### src/rtl/upd_strobe_pkg.sv
package upd_strobe_pkg;

    // Width of the global select code and the number of candidates it indexes.
    localparam int GLB_SEL_W = 2;
    localparam int GLB_SRC_N = 1 << GLB_SEL_W;

    typedef enum logic [GLB_SEL_W-1:0] {
        GSEL_SW    = 2'b00,
        GSEL_PIN   = 2'b01,
        GSEL_TICKA = 2'b10,
        GSEL_TICKB = 2'b11
    } glb_sel_e;

    // Two-stage level delay plus the registered rising-edge pulse.
    typedef struct packed {
        logic lvl1;
        logic lvl2;
        logic pulse;
    } trk_t;

endpackage

### src/rtl/upd_src_stage.sv
module upd_src_stage #(
    parameter int SEL_W = 1
) (
    input  logic                     clk,
    input  logic                     rst_n,
    input  logic [(1<<SEL_W)-1:0]    cand_i,
    input  logic [SEL_W-1:0]         sel_i,
    output logic                     src_o,
    output logic                     status_o,
    output logic                     strobe_o
);

    typedef struct packed {
        logic [SEL_W-1:0]      sel;
        upd_strobe_pkg::trk_t  trk;
    } st_t;

    st_t  st_q;
    st_t  st_d;
    logic cur_lvl;
    logic req_lvl;
    logic path_idle;

    always_comb begin
        cur_lvl   = cand_i[st_q.sel];
        req_lvl   = cand_i[sel_i];
        // Quiet: nothing high now, nothing high requested, nothing in flight.
        path_idle = !cur_lvl && !req_lvl && !st_q.trk.lvl1 && !st_q.trk.lvl2;

        st_d           = st_q;
        st_d.trk.lvl1  = cur_lvl;
        st_d.trk.lvl2  = st_q.trk.lvl1;
        st_d.trk.pulse = st_q.trk.lvl1 & ~st_q.trk.lvl2;
        if (path_idle) begin
            st_d.sel = sel_i;
        end
    end

    always_ff @(posedge clk or negedge rst_n) begin
        if (!rst_n) begin
            st_q <= '0;
        end else begin
            st_q <= st_d;
        end
    end

    assign src_o    = cur_lvl;
    assign status_o = st_q.trk.lvl2;
    assign strobe_o = st_q.trk.pulse;

endmodule

### src/rtl/upd_strobe_sel.sv
module upd_strobe_sel #(
    parameter int NUM_PORTS = 4
) (
    input  logic                 clk,
    input  logic                 rst_n,
    input  logic                 ext_pin_i,
    input  logic                 sec_tick_i,
    input  logic                 glb_sw_i,
    input  logic [1:0]           glb_sel_i,
    input  logic [NUM_PORTS-1:0] port_sw_i,
    input  logic [NUM_PORTS-1:0] port_use_glb_i,
    input  logic [NUM_PORTS-1:0] tst_sw_i,
    input  logic [NUM_PORTS-1:0] tst_use_port_i,
    output logic                 glb_status_o,
    output logic                 glb_strobe_o,
    output logic [NUM_PORTS-1:0] port_status_o,
    output logic [NUM_PORTS-1:0] port_strobe_o,
    output logic [NUM_PORTS-1:0] tst_status_o,
    output logic [NUM_PORTS-1:0] tst_strobe_o
);
    import upd_strobe_pkg::*;

    logic [GLB_SRC_N-1:0] glb_cand;
    logic                 glb_src;
    logic [NUM_PORTS-1:0] port_src;

    always_comb begin
        glb_cand             = '0;
        glb_cand[GSEL_SW]    = glb_sw_i;
        glb_cand[GSEL_PIN]   = ext_pin_i;
        glb_cand[GSEL_TICKA] = sec_tick_i;
        glb_cand[GSEL_TICKB] = sec_tick_i;
    end

    upd_src_stage #(.SEL_W(GLB_SEL_W)) u_glb (
        .clk      (clk),
        .rst_n    (rst_n),
        .cand_i   (glb_cand),
        .sel_i    (glb_sel_i),
        .src_o    (glb_src),
        .status_o (glb_status_o),
        .strobe_o (glb_strobe_o)
    );

    for (genvar n = 0; n < NUM_PORTS; n++) begin : g_port
        logic tst_src_unused;

        // Candidate 1 is the upstream choice, candidate 0 the own bit.
        upd_src_stage #(.SEL_W(1)) u_port (
            .clk      (clk),
            .rst_n    (rst_n),
            .cand_i   ({glb_src, port_sw_i[n]}),
            .sel_i    (port_use_glb_i[n]),
            .src_o    (port_src[n]),
            .status_o (port_status_o[n]),
            .strobe_o (port_strobe_o[n])
        );

        upd_src_stage #(.SEL_W(1)) u_tst (
            .clk      (clk),
            .rst_n    (rst_n),
            .cand_i   ({port_src[n], tst_sw_i[n]}),
            .sel_i    (tst_use_port_i[n]),
            .src_o    (tst_src_unused),
            .status_o (tst_status_o[n]),
            .strobe_o (tst_strobe_o[n])
        );
    end

endmodule

### config.mk
export PLATFORM = sky130hd
export DESIGN_NAME = upd_strobe_sel
export DESIGN_NICKNAME = d
export VERILOG_FILES = /design/src/rtl/upd_strobe_pkg.sv /design/src/rtl/upd_src_stage.sv /design/src/rtl/upd_strobe_sel.sv
export SDC_FILE = /design/constraint.sdc
export NUM_CORES = 1
export LEC_CHECK = 0
export ABC_AREA = 1
export CAP_MARGIN = 20
export CORE_MARGIN = 10
export CORE_UTILIZATION = 47
export CTS_BUF_LIST = sky130_fd_sc_hd__clkbuf_8 sky130_fd_sc_hd__clkbuf_16
export DETAILED_ROUTE_END_ITERATION = 6
export HOLD_SLACK_MARGIN = 0.03
export PLACE_DENSITY_LB_ADDON = 0.12
export SETUP_SLACK_MARGIN = 0.3
export SYNTH_ARGS = -nofsm -noshare
export SYNTH_HDL_FRONTEND = slang
export SYNTH_HIERARCHICAL = 1
export SYNTH_SLANG_ARGS = --single-unit
### constraint.sdc
create_clock -name clk -period 1.85 [get_ports clk]
set_clock_uncertainty 0.05 [all_clocks]
set_input_delay 0.37 -clock clk [delete_from_list [all_inputs] [get_ports clk]]
set_output_delay 0.37 -clock clk [all_outputs]
set_load 0.03 [all_outputs]
==> qor.csv <==
metric,value,unit
status,completed,
# DRC,0,
gr ovfl total,0,
CTS Buffer Depth,2,
share of layout cells above drive strength 1,24.2,%
Site Rows,21,
Syn Area/Cell,7.92,um2
worst skew pair latency,0.29,ns
Worst Hold Class,in2async,
setup TNS,0,ns
cts hold-fix bufs,0,
ranking of synthesized cells by area,"dfrtp_1 (56%), nand2_1 (12%), inv_1 (12%), nand2_2 (6.1%), nand3_1 (6.1%)",
final slew viol count,0,
H-tree depth,2,
Max-Cap Viols,0,
clk root buf,clkbuf_8,
Post-DRT Antenna Nets,0,
cell area after synthesis,1640,um2
worst-margin pin slew,0.457,ns
Die Height,79.1,um
Die X-Extent,79.1,um
fin cells,315,
CP max stage cell,dfrtp_1,
Max stage delay on crit path,0.39,ns
Synth cell types,12,
Worst Setup End Kind,flop,
IO buf count,40,
Antenna Cells,0,
"worst slack, placed",-0.170,ns
All-Layer GR Usage,11.3,%
LEAKAGE,1.33,nW
Slew headroom,69.5,%
YS warnings,6,
worst vdd ir,839,uV
Vias,1359,
vias per inst,4.31,
PwrDens,1730,nW/um2
Worst-path clk slew,0.08,ns
Period minus WS final,1.57,ns
r2r setup slk,0.28,ns
sequential-to-total area share from yosys stat,56.5,%
CP Data Arrival Time,1.69,ns
Max Fclk,639,MHz
type of origin of the critical path,flop,
R2R cell count,15,
worst flop-to-flop path endpoint,g_port[0].u_tst/st_q[3],
first-pass GRT wire length,5700,um
maximum net fanout on the critical path,8,
drt total wl,3380,um
setup slack after layout,0.284,ns
Post-Place Cells,303,
WS Path Type,reg2reg,
pin count of the biggest net entering global routing,38,
vias in the first global route,1309,
Synth area leader,dfrtp_1,
Core ar.,3360,um2
RSZ-0062 raised after global routing,yes,
reg2reg start,u_glb/st_q[3],
initial drt markers,53,
Final Setup Violations,0,
die area,6250,um2
clock sink total,37,
cell with the most instances on the worst path,nand2_2,
IO Pins,41,
Post-DP HPWL,2410,um
Starting Density,48.7,%
Required @ worst endpoint,1.98,ns
Post-Syn Nets,230,
Total Power,0.00406,W
Syn Inst Count,207,
Final Hold Viols,0,
TritonCTS clock tree,done,
critical-path cell list,"inv_1, nand2_1, nand3_1, nand2_2, inv_4, inv_2, nand2_2, nand2_2, inv_2, inv_1, nand2_1, nand2_2, nand3_2, nand2_2, nand2_2",
Post-Route Utilization,69.8,%
Seq cells post-synth,37,
CTS buffer count,5,
Layout area overhead,43.3,%
post-synth top area share,56.5,%
routability cong.,0.754,
# nets final,291,
initial antenna violation count,0,
Final Cycle Share,84.6,%
WL/cell,10.7,um
1st-pass router iterations,4,
worst max path at each step:
stage / startpoint / endpoint / slack (ns)
floorplan: u_glb/st_q[3] / g_port[0].u_tst/st_q[3] / 0.37
global placement: sec_tick_i / g_port[0].u_tst/st_q[3] / -0.16
detailed placement: sec_tick_i / g_port[0].u_tst/st_q[3] / -0.17
CTS: u_glb/st_q[3] / g_port[0].u_tst/st_q[3] / 0.30
global route: u_glb/st_q[3] / g_port[0].u_tst/st_q[3] / 0.17
finish: u_glb/st_q[3] / g_port[0].u_tst/st_q[3] / 0.28
power by group:
part	internal [W]	total (W)	switching, W
sequential	0.00121	0.00146	0.000256
combinational	0.000680	0.00178	0.00110
clock	0.000535	0.000817	0.000282
total	0.00242	0.00406	0.00163
metal layers:
layer	global-route usage (%)	share of wire (%)
met4	5.56	2.3
met1	12.8	42
met3	5.07	6.6
met5	0	0
met2	17.6	49
cell usage after synthesis:
master,number
nand3b_1,1
nor2_1,21
o21ai_0,1
inv_1,53
nand2_2,16
nand2_1,54
nand3_1,20
inv_2,1
nor2_2,1
o21ai_1,1
dfrtp_1,37
a21oi_1,1
stage by stage:
stage | hold WS, ns | cell area (um2)
2_1_floorplan | 0.0244 | 1640
3_5_place_dp | 0.332 | 2170
6_report | 0.0673 | 2350
4_1_cts | 0.0730 | 2270
3_3_place_gp | 0.328 | 2170
5_1_grt | 0.0904 | 2350
worst max-delay path, delay by kind of cell, from the launching register on:
family / cells / cell delay (ns)
buf+inv: 5 / 0.27
simple gates: 10 / 0.73
flops: 1 / 0.39
state kept, by name, indices dropped and copies added, names as in the netlist:
| name | count |
|---|---|
| g_port.u_tst/st_d | 4 |
| u_glb/st_d | 1 |
| g_port.u_port/status_o | 4 |
| g_port.u_tst/status_o | 4 |
| u_glb/status_o | 1 |
| g_port.u_port/st_q | 4 |
| u_glb/st_q | 2 |
| g_port.u_tst/strobe_o | 4 |
| g_port.u_port/strobe_o | 4 |
| g_port.u_tst/st_q | 4 |
| g_port.u_port/st_d | 4 |
| u_glb/strobe_o | 1 |
timing repair:
action | 4_1_cts | 5_1_grt
resized for setup | 24 | 25
endpoints found under the setup margin | 30 | 11
setup buffers | 0 | 4
pin swaps | 2 | 15
final cells by class:
class | instances | area [um2]
flip-flops and latches | 37 | 926
fillers | 321 | 1010
well taps | 46 | 57.6
inverters | 54 | 205
clock buffers | 5 | 68.8
repair buffers | 54 | 478
multi-input cells | 116 | 548
clock inverters | 3 | 65.1
cells by family after synthesis:
kind of cell | count (synthesis) | synth area share [%]
AO/OA/AOI/OAI | 3 | 0.915
AND/OR/NAND/NOR | 113 | 30.2
buffers and inverters | 54 | 12.4
flip-flops | 37 | 56.5
cell usage in the layout, fill, tap and decap left out, drive strengths merged:
cell type	Yosys	routed
nand2	70	70
inv	54	54
dfrtp	37	37
nor2	22	22
nand3	20	20
dlygate4sd2	0	18
clkdlybuf4s50	0	18
buf	0	15
clkbuf	0	5
clkdlybuf4s15	0	3
bufinv	0	2
o21ai	2	2
clkinv	0	1
nand3b	1	1
a21oi	1	1
Note: power is estimated with default switching activity, not from simulation.
